## src/rtl/rfi_pkg.sv

```systemverilog
package rfi_pkg;
    localparam int WORD_W      = 32;
    localparam int DATA_W      = 64;
    localparam int CHK_W       = 8;
    localparam int CTRL_WORD   = 0;      // word index of global switch
    localparam int ARM_WORD    = 1;      // word index of arm bits
    localparam int DESC_BASE   = 'h100;
    localparam int DESC_STRIDE = 16;

    typedef enum logic [1:0] {
        SLOT_CHK = 2'd0,
        SLOT_HI  = 2'd1,
        SLOT_LO  = 2'd2,
        SLOT_PAD = 2'd3
    } desc_slot_e;

    typedef enum logic {
        CH_DISARMED = 1'b0,
        CH_ARMED    = 1'b1
    } arm_state_e;

    typedef struct packed {
        logic [CHK_W-1:0]  chk;
        logic [DATA_W-1:0] data;
    } fault_mask_t;
endpackage

```

## src/rtl/rfi_addr_dec.sv

```systemverilog
module rfi_addr_dec import rfi_pkg::*; #(
    parameter int NCH    = 4,
    parameter int ADDR_W = 12
) (
    input  logic [ADDR_W-1:0] addr,
    output logic              ctrl_hit,
    output logic              arm_hit,
    output logic [NCH-1:0]    desc_sel,
    output desc_slot_e        slot
);
    logic aligned;

    always_comb begin
        aligned  = (addr[1:0] == 2'b00);
        ctrl_hit = aligned && (addr[ADDR_W-1:2] == (ADDR_W-2)'(CTRL_WORD));
        arm_hit  = aligned && (addr[ADDR_W-1:2] == (ADDR_W-2)'(ARM_WORD));
        slot     = desc_slot_e'(addr[3:2]);
    end

    for (genvar c = 0; c < NCH; c++) begin : g_sel
        localparam int SLOT_BASE = DESC_BASE + c * DESC_STRIDE;
        assign desc_sel[c] = aligned &&
            (addr[ADDR_W-1:4] == (ADDR_W-4)'(SLOT_BASE / DESC_STRIDE));
    end
endmodule

```

## src/rtl/rfi_desc_bank.sv

```systemverilog
module rfi_desc_bank import rfi_pkg::*; #(
    parameter int NCH = 4
) (
    input  logic                    clk,
    input  logic                    por_n,
    input  logic                    wr_ok,
    input  logic [NCH-1:0]          desc_sel,
    input  desc_slot_e              slot,
    input  logic [WORD_W-1:0]       wdata,
    output fault_mask_t [NCH-1:0]   mask_q,
    output logic [NCH-1:0]          desc_wr
);
    for (genvar c = 0; c < NCH; c++) begin : g_ch
        fault_mask_t m_q;

        assign desc_wr[c] = wr_ok && desc_sel[c] && (slot != SLOT_PAD);
        assign mask_q[c]  = m_q;

        always_ff @(posedge clk) begin
            if (!por_n) begin
                m_q <= '0;
            end else if (desc_wr[c]) begin
                unique case (slot)
                    SLOT_CHK: m_q.chk                  <= wdata[CHK_W-1:0];
                    SLOT_HI:  m_q.data[DATA_W-1:WORD_W] <= wdata;
                    SLOT_LO:  m_q.data[WORD_W-1:0]      <= wdata;
                    default:  m_q                      <= m_q;
                endcase
            end
        end
    end
endmodule

```

## src/rtl/rfi_arm_fsm.sv

```systemverilog
module rfi_arm_fsm import rfi_pkg::*; (
    input  logic clk,
    input  logic por_n,
    input  logic set_req,
    input  logic clr_req,
    input  logic desc_wr,
    output logic armed
);
    arm_state_e st_q, st_d;

    always_ff @(posedge clk) begin
        if (!por_n) st_q <= CH_DISARMED;
        else        st_q <= st_d;
    end

    always_comb begin
        st_d = st_q;
        unique case (st_q)
            CH_DISARMED: if (set_req && !desc_wr)  st_d = CH_ARMED;
            CH_ARMED:    if (desc_wr || clr_req)   st_d = CH_DISARMED;
            default:                               st_d = CH_DISARMED;
        endcase
    end

    always_comb armed = (st_q == CH_ARMED);
endmodule

```

## src/rtl/rfi_fault_xor.sv

```systemverilog
module rfi_fault_xor import rfi_pkg::*; #(
    parameter int NCH  = 4,
    parameter int CH_W = 2
) (
    input  logic                  clk,
    input  logic                  por_n,
    input  logic                  sys_rst_n,
    input  logic                  rd_valid,
    input  logic [CH_W-1:0]       rd_target,
    input  logic [DATA_W-1:0]     rd_data,
    input  logic [CHK_W-1:0]      rd_chk,
    input  logic [NCH-1:0]        active,
    input  fault_mask_t [NCH-1:0] mask,
    output logic                  out_valid,
    output logic [DATA_W-1:0]     out_data,
    output logic [CHK_W-1:0]      out_chk
);
    fault_mask_t sel;

    always_comb begin
        sel = '0;
        for (int c = 0; c < NCH; c++) begin
            if (active[c] && (rd_target == CH_W'(c))) sel = mask[c];
        end
    end

    always_ff @(posedge clk) begin
        if (!por_n || !sys_rst_n) out_valid <= 1'b0;
        else                      out_valid <= rd_valid;
    end

    always_ff @(posedge clk) begin
        if (rd_valid) begin
            out_data <= rd_data ^ sel.data;
            out_chk  <= rd_chk ^ sel.chk;
        end
    end
endmodule

```

## src/rtl/ram_fault_injector.sv

```systemverilog
module ram_fault_injector import rfi_pkg::*; #(
    parameter int  NCH    = 4,
    parameter int  ADDR_W = 12,
    localparam int CH_W   = (NCH > 1) ? $clog2(NCH) : 1
) (
    input  logic              clk,
    input  logic              por_n,
    input  logic              sys_rst_n,
    input  logic              reg_wr,
    input  logic [ADDR_W-1:0] reg_addr,
    input  logic [WORD_W-1:0] reg_wdata,
    output logic [WORD_W-1:0] reg_rdata,
    input  logic              rd_valid,
    input  logic [CH_W-1:0]   rd_target,
    input  logic [DATA_W-1:0] rd_data,
    input  logic [CHK_W-1:0]  rd_chk,
    output logic              out_valid,
    output logic [DATA_W-1:0] out_data,
    output logic [CHK_W-1:0]  out_chk
);
    logic                  wr_ok;
    logic                  ctrl_hit;
    logic                  arm_hit;
    logic [NCH-1:0]        desc_sel;
    desc_slot_e            slot;
    fault_mask_t [NCH-1:0] mask_q;
    logic [NCH-1:0]        desc_wr;
    logic [NCH-1:0]        chan_en;
    logic [NCH-1:0]        active;
    logic                  gen_en;

    assign wr_ok  = reg_wr && por_n && sys_rst_n;
    assign active = chan_en & {NCH{gen_en}};

    rfi_addr_dec #(.NCH(NCH), .ADDR_W(ADDR_W)) u_dec (
        .addr     (reg_addr),
        .ctrl_hit (ctrl_hit),
        .arm_hit  (arm_hit),
        .desc_sel (desc_sel),
        .slot     (slot)
    );

    rfi_desc_bank #(.NCH(NCH)) u_bank (
        .clk      (clk),
        .por_n    (por_n),
        .wr_ok    (wr_ok),
        .desc_sel (desc_sel),
        .slot     (slot),
        .wdata    (reg_wdata),
        .mask_q   (mask_q),
        .desc_wr  (desc_wr)
    );

    for (genvar c = 0; c < NCH; c++) begin : g_arm
        rfi_arm_fsm u_fsm (
            .clk     (clk),
            .por_n   (por_n),
            .set_req (wr_ok && arm_hit && reg_wdata[c]),
            .clr_req (wr_ok && arm_hit && !reg_wdata[c]),
            .desc_wr (desc_wr[c]),
            .armed   (chan_en[c])
        );
    end

    always_ff @(posedge clk) begin
        if (!por_n || !sys_rst_n)    gen_en <= 1'b0;
        else if (wr_ok && ctrl_hit)  gen_en <= reg_wdata[0];
    end

    always_comb begin
        reg_rdata = '0;
        if (ctrl_hit) begin
            reg_rdata = WORD_W'(gen_en);
        end else if (arm_hit) begin
            reg_rdata = WORD_W'(chan_en);
        end else begin
            for (int c = 0; c < NCH; c++) begin
                if (desc_sel[c]) begin
                    unique case (slot)
                        SLOT_CHK: reg_rdata = WORD_W'(mask_q[c].chk);
                        SLOT_HI:  reg_rdata = mask_q[c].data[DATA_W-1:WORD_W];
                        SLOT_LO:  reg_rdata = mask_q[c].data[WORD_W-1:0];
                        default:  reg_rdata = '0;
                    endcase
                end
            end
        end
    end

    rfi_fault_xor #(.NCH(NCH), .CH_W(CH_W)) u_xor (
        .clk       (clk),
        .por_n     (por_n),
        .sys_rst_n (sys_rst_n),
        .rd_valid  (rd_valid),
        .rd_target (rd_target),
        .rd_data   (rd_data),
        .rd_chk    (rd_chk),
        .active    (active),
        .mask      (mask_q),
        .out_valid (out_valid),
        .out_data  (out_data),
        .out_chk   (out_chk)
    );
endmodule

```

## config.mk

```make
export PLATFORM = sky130hd
export DESIGN_NAME = ram_fault_injector
export DESIGN_NICKNAME = d
export VERILOG_FILES = /design/src/rtl/rfi_pkg.sv /design/src/rtl/rfi_addr_dec.sv /design/src/rtl/rfi_desc_bank.sv /design/src/rtl/rfi_arm_fsm.sv /design/src/rtl/rfi_fault_xor.sv /design/src/rtl/ram_fault_injector.sv
export SDC_FILE = /design/constraint.sdc
export NUM_CORES = 1
export LEC_CHECK = 0
export ABC_AREA = 0
export ABC_CLOCK_PERIOD_IN_PS = 1860
export BUFFER_PORTS_ARGS = -buffer_cell sky130_fd_sc_hd__buf_2
export CAP_MARGIN = 20
export CORE_ASPECT_RATIO = 0.7
export CORE_UTILIZATION = 30
export CTS_CLUSTER_DIAMETER = 40
export DETAILED_ROUTE_END_ITERATION = 10
export GPL_TIMING_DRIVEN = 0
export PLACE_DENSITY = 0.46
export SLEW_MARGIN = 30
export SYNTH_ARGS = -nofsm -noshare
export SYNTH_HDL_FRONTEND = slang
export SYNTH_SLANG_ARGS = --single-unit
```

## constraint.sdc

```tcl
create_clock -name clk -period 1.86 [get_ports clk]
set_input_delay 0.186 -clock clk [delete_from_list [all_inputs] [get_ports clk]]
set_output_delay 0.186 -clock clk [all_outputs]
set_load 0.05 [all_outputs]
```

Word-level counts from Yosys, hierarchy flattened
Index checks and enable logic that the tools add are counted.
{"block": "classes", "eq_ne": 11, "bitwise": 7, "n_mux": 26, "n_reduce_logical": 65}
{"cell": "case mux 32 bit (3 select lines)", "count": 4}
{"cell": "two-way mux 72 bit", "count": 4}
{"cell": "two-way mux 32 bit", "count": 6}
{"cell": "XOR 64 bit", "count": 1}
{"cell": "logical AND 1 bit", "count": 34}
{"cell": "== test 8 x 5 -> 1 bit (second input constant)", "count": 4}
{"cell": "AND reduction 2 bit", "count": 12}
{"cell": "== test 10 x 1 -> 1 bit (second input constant)", "count": 1}
{"cell": "zero test 1 bit", "count": 10}
{"cell": "zero test 10 bit", "count": 1}
{"cell": "two-way mux 1 bit", "count": 8}
{"cell": "case mux 1 bit (2 select lines)", "count": 4}
{"cell": "XOR 8 bit", "count": 1}
{"cell": "== test 2 bit (second input constant)", "count": 3}
{"cell": "zero test 2 bit", "count": 3}
{"cell": "logical OR 1 bit", "count": 5}
{"cell": "bitwise AND 4 bit", "count": 1}
{"cell": "== test 2 x 1 -> 1 bit (second input constant)", "count": 2}
{"cell": "NOT 1 bit", "count": 4}
{"cell": "!= test 2 bit (second input constant)", "count": 1}
{"block": "word_totals", "output_inout_bits": 105, "input_bits": 123, "elab_cells": 129, "reg_bits": 366}

Depth between registers and ports, before layout
{"block": "depth", "ltp_word": 8, "mapped_depth": 9, "ltp_nobuf": 5}

Modules after synthesis
Synthesis repeated with hierarchy kept, for this count alone.
{"block": "unflattened", "cells_unflattened": 2004, "hier_area_um2": 19088.3}
{"mod": "rfi_desc_bank", "area_per_inst_um2": 10627.7, "instances": 1, "cells_each": 992}
{"mod": "rfi_fault_xor", "area_per_inst_um2": 5606.6, "instances": 1, "cells_each": 582}
{"mod": "ram_fault_injector", "area_per_inst_um2": 2590.0, "instances": 1, "cells_each": 398}
{"mod": "rfi_arm_fsm", "area_per_inst_um2": 37.5, "instances": 4, "cells_each": 4}
{"mod": "rfi_addr_dec", "area_per_inst_um2": 113.9, "instances": 1, "cells_each": 16}

Worst setup path after synthesis
OpenSTA, ideal clock, no wires.
{"block": "synth_path", "path_type": "in2out", "from": "input port reg_addr[4]", "to": "output port reg_rdata[30]", "required_time_ns": 1.674, "path_buffers": 2, "path_stages": 6, "arrival_ns": 2.846, "path_slack_ns": -1.172, "cell_sequence": "buf_2 > or4_1 > clkbuf_1 > o22ai_1 > nor2_1 > nor4_1"}
{"block": "synth_via", "elab_chain_cells": 8, "elab_cells_between_ends": 18}
{"element": "from (decl)", "line_no": "ram_fault_injector.sv:10", "source": "input logic [ADDR_W-1:0] reg_addr,"}
{"element": "== test 8 x 5 -> 1 bit", "line_no": "rfi_addr_dec.sv:23", "source": "(addr[ADDR_W-1:4] == (ADDR_W-4)'(SLOT_BASE / DESC_STRIDE));"}
{"element": "logical AND 1 bit", "line_no": "rfi_addr_dec.sv:22", "source": "assign desc_sel[c] = aligned &&"}
{"element": "two-way mux 32 bit (4 in series)", "line_no": "ram_fault_injector.sv:78", "source": "if (desc_sel[c]) begin"}
{"element": "two-way mux 32 bit", "line_no": "ram_fault_injector.sv:74", "source": "end else if (arm_hit) begin"}
{"element": "two-way mux 32 bit *", "line_no": "ram_fault_injector.sv:72", "source": "if (ctrl_hit) begin"}
{"element": "to (decl)", "line_no": "ram_fault_injector.sv:12", "source": "output logic [WORD_W-1:0] reg_rdata,"}
Mark *: on every way between the ends. The rest lies on a longest branch, timed or not.

Worst setup path in the final report
{"block": "layout_path", "from": "register u_bank.g_ch[1].m_q (netlist bit u_bank.mask_q[138])", "to": "output port reg_rdata[2]"}
{"block": "layout_via", "elab_chain_cells": 6}
{"element": "from (decl)", "line_no": "rfi_desc_bank.sv:14", "source": "fault_mask_t m_q;"}
{"element": "from (signal assigned)", "line_no": "rfi_desc_bank.sv:27", "source": "default: m_q <= m_q;"}
{"element": "case mux 32 bit (3 select lines)", "line_no": "ram_fault_injector.sv:79", "source": "unique case (slot)"}
{"element": "two-way mux 32 bit (3 in series)", "line_no": "ram_fault_injector.sv:78"}
{"element": "two-way mux 32 bit", "line_no": "ram_fault_injector.sv:74"}
{"element": "two-way mux 32 bit", "line_no": "ram_fault_injector.sv:72"}
Every way passes these cells.

==> impl_results.md <==
- Status: finished with violations
- Failing checks: negative setup slack
- Commonest non-fill, non-tap cell in the layout: nand2_1
- WHS: 0.0115 ns
- H-tree depth: 2
- Mapped cell area: 0.0180 sq mm
- FP Rows: 74
- Most frequent cells in the layout: 573 x nand2_1, 231 x dfxtp_1, 207 x buf_2, 179 x a21boi_0, 106 x dlygate4sd3_1
- All-Layer GR Usage: 0.294
- Period utilization: 1.23
- Design Area, Final: 0.0272 sq mm
- Mux contribution to synthesized area: 0.0240
- First-pass DRT Iterations: 7
- CTS tree: yes
- VDD IR max: 558 uV
- Leakage: 9.76 nW
- Relative slew margins: 0.351
- Worst-Margin Slew: 0.973 ns
- Crit Reg-Reg Endpoint: u_xor.out_data[36]$_DFFE_PP_
- Maxcap violations: 0
- Seq cells post-synth: 366
- Via density per instance: 5.66
- CP delay by family, top: compound AO/OA/AOI/OAI gates
- Post-synthesis simple-gate area fraction: 0.181
- Port Buffer Count: 200
- Initial Util: 0.306
- CTS sink cnt: 366
- Final hold vios: 0
- Origin of the critical flop-to-flop path: gen_en$_SDFFE_PP0P_
- Pin count of the biggest net entering global routing: 46
- Clk_skew: 0.0263 ns
- Post-synthesis xor/xnor area fraction: 0.0351
- Synth Flop Type: dfxtp_1
- Synth warn: 0
- Post-route ant nets: 0
- I/O Pins: 228
- Post-route setup slack: -0.429 ns
- Post-synthesis compound-gate area fraction: 0.257
- Final WL: 92.2 mm
- Fraction of the yosys area taken by sequential cells: 0.448
- Reg2reg setup slack: -0.23 ns
- Buffers and inverters on the worst path: 1
- Post-synthesis cell type with the largest combined area: dfxtp_1
- Antenna violations before repair: 4
- Critical Path End: reg_rdata[2]
- Worst path required time: 1.67 ns
- Syn Inst Count: 2092
- Post-synth cell types: 57
- HP Class: primary input to register
- Mapped Nets: 2215
- DPL Wire Length: 61.6 mm
- Slew Limit Fails: 0
- Main area contributors after synthesis: dfxtp_1 33%, edfxtp_1 12%, nand2_1 12%, a21boi_0 7.5%, a21boi_1 4.2%
- Routed length per instance: 27.2 microns
- Critical path startpoint: u_bank.mask_q[138]$_SDFFE_PN0P_
- First-pass GRT wire length: 128 mm
- Number of enable flip-flop cells after synthesis: 72
- CORE AREA: 0.0587 sq mm
- Syn avg cell area: 8.58 sq um
- CTS max path bufs: 3
- DRC violation count after routing: 0
- RSZ-0062 raised after global routing: yes
- CP Capture Type: primary output
- Crit path depth: 6
- Chip width: 294 microns
- Setup Viol. Count Final: 94
- Crit path max fanout: 3
- Fmax: 0.437 GHz
- Fin crit period: 2.29 ns
- Synth top area share: 0.328
- Clock Latency Late Sink: 0.64 ns
- Main combinational cell family by area after synthesis: compound AO/OA/AOI/OAI gates
- NumNets Final: 2669
- Largest stage delay on the critical path: 0.35 ns
- Arr. time, crit path: 2.10 ns
- Critical path type: register to primary output
- Routability cong.: 0.928
- Adder-cell share of the synthesized area: 0
- Ordered list of cells on the worst path: mux2i_4 -> nor2_2 -> a2111oi_2 -> nor4_1 -> a32o_2 -> buf_6
- Die height: 207 microns
- Async S/R FF share, synth: 0
- Die Area: 0.0609 sq mm
- Area Overhead vs Synth: 51.6%
- Total global routing overflow: 0
- Startpoint type of the worst setup path: register
- Slowest stage cell, crit path: dfxtp_2
- Share of cells above drive strength 1: 0.343
- CTS Buf Count: 58
- Cells on worst reg2reg path: 7
- PD cells: 813 mW/mm^2
- Final core utilization: 0.464
- Clk slew on worst S/H paths: 0.05 ns
- Post-DP Area: 0.0203 sq mm
- DR vias: 19200
- Initial drt markers: 2459
- Vias in the first global route: 18100
- CTS root buffer: clkbuf_16
[metal layers]
metal | global-route usage | vias up | wire length, microns
met5 | 0 | - | 93
met4 | 0.0990 | 6 | 2540
met3 | 0.0741 | 183 | 10700
li1 | - | 8372 | -
met1 | 0.426 | 9403 | 41000
met2 | 0.420 | 1243 | 37900
[registers in the layout, indices dropped and copies added (netlist names)]
signal and flops:
u_xor.out_data 64, u_xor.out_chk 8, gen_en 1, u_xor.out_valid 1, g_arm.u_fsm.armed 4, u_bank.mask_q 288
[worst min-delay path by stage]
| stage | from | to | slack (ns) | cells after the start |
|---|---|---|---|---|
| 6_report | reg_wr | gen_en$_SDFFE_PP0P_ | 0.01 | 5 |
| 5_1_grt | reg_wr | gen_en$_SDFFE_PP0P_ | 0.04 | 5 |
| 4_1_cts | reg_wr | gen_en$_SDFFE_PP0P_ | 0.001 | 5 |
| 3_5_place_dp | u_bank.mask_q[4]$_SDFFE_PN0P_ | u_bank.mask_q[4]$_SDFFE_PN0P_ | 0.46 | 2 |
| 3_3_place_gp | u_bank.mask_q[287]$_SDFFE_PN0P_ | u_bank.mask_q[287]$_SDFFE_PN0P_ | 0.45 | 2 |
| 2_1_floorplan | rd_valid | u_xor.out_chk[0]$_DFFE_PP_ | 0.30 | 0 |
[what timing repair did]
item                                   CTS  global route
endpoints found under the hold margin  313             0
buffers inserted                        58            31
hold buffers                           106             0
pin swaps                              134           110
gates cloned                             7             4
setup endpoints to repair              295           266
resized for setup                      598           167
[worst register-to-register path: cells and delay by family, from the launching register on]
kind / cells / cell delay, ns
AND/OR/NAND/NOR: 1 / 0.16
flip-flops: 1 / 0.37
buffers and inverters: 3 / 0.46
XOR/XNOR: 1 / 0.18
AO/OA/AOI/OAI: 2 / 0.69
[metrics by stage]
stage / std cells / setup TNS, ns / worst slack [ns] / total power (W)
after global placement: 3090 / -350.12 / -1.39 / 0.0101
final: 3395 / -8.79 / -0.429 / 0.0221
after CTS: 3366 / -7.14 / -0.416 / 0.0221
after floorplan: 2092 / -1.53 / -0.152 / 0.00943
after detailed placement: 3091 / -355.57 / -1.42 / 0.0101
after global routing: 3393 / -10.09 / -0.500 / 0.0226
[cell usage after synthesis (all sizes together) (3+ instances only)]
| cell | number |
|---|---|
| a221oi | 73 |
| o21ai | 16 |
| a2111oi | 3 |
| clkbuf | 136 |
| dfxtp | 294 |
| a21oi | 65 |
| a32o | 3 |
| a211oi | 4 |
| nor4 | 6 |
| nor3 | 31 |
| xor2 | 48 |
| a222oi | 48 |
| a22o | 24 |
| o22ai | 28 |
| xnor2 | 24 |
| nand3 | 16 |
| nand2 | 575 |
| nor2b | 10 |
| a21boi | 280 |
| mux2i | 42 |
| and3 | 7 |
| buf | 77 |
| a2bb2oi | 4 |
| edfxtp | 72 |
| nand4 | 6 |
| nor2 | 121 |
| a22oi | 49 |
| nand2b | 3 |
[layout make-up]
| type | count | area (sq um) |
|---|---|---|
| fillers | 5659 | 31500 |
| clock inverters | 30 | 377 |
| diodes | 3 | 7.51 |
| inverters | 1 | 3.75 |
| multi-input cells | 1512 | 10700 |
| flip-flops and latches | 366 | 8140 |
| clock buffers | 78 | 1680 |
| well taps | 798 | 998 |
| plain buffers | 202 | 1860 |
| repair buffers | 405 | 3450 |
[cells by family (layout without fill, tap and decap cells)]
kind of cell    after synthesis  count (layout)
compound gates              610             610
xor+xnor                     72              72
buf+inv                     214             716
flops                       366             366
mux                          43              43
other cells                   0               3
simple gates                787             787
[power by group]
| group | leakage, nW | total, W | internal, W | switching (W) |
|---|---|---|---|---|
| registers | 3.11 | 0.00825 | 0.00822 | 0.0000271 |
| clock network | 1.00 | 0.0117 | 0.00721 | 0.00446 |
| logic | 5.65 | 0.00221 | 0.000784 | 0.00142 |
Power figures use the tool's default switching activity.
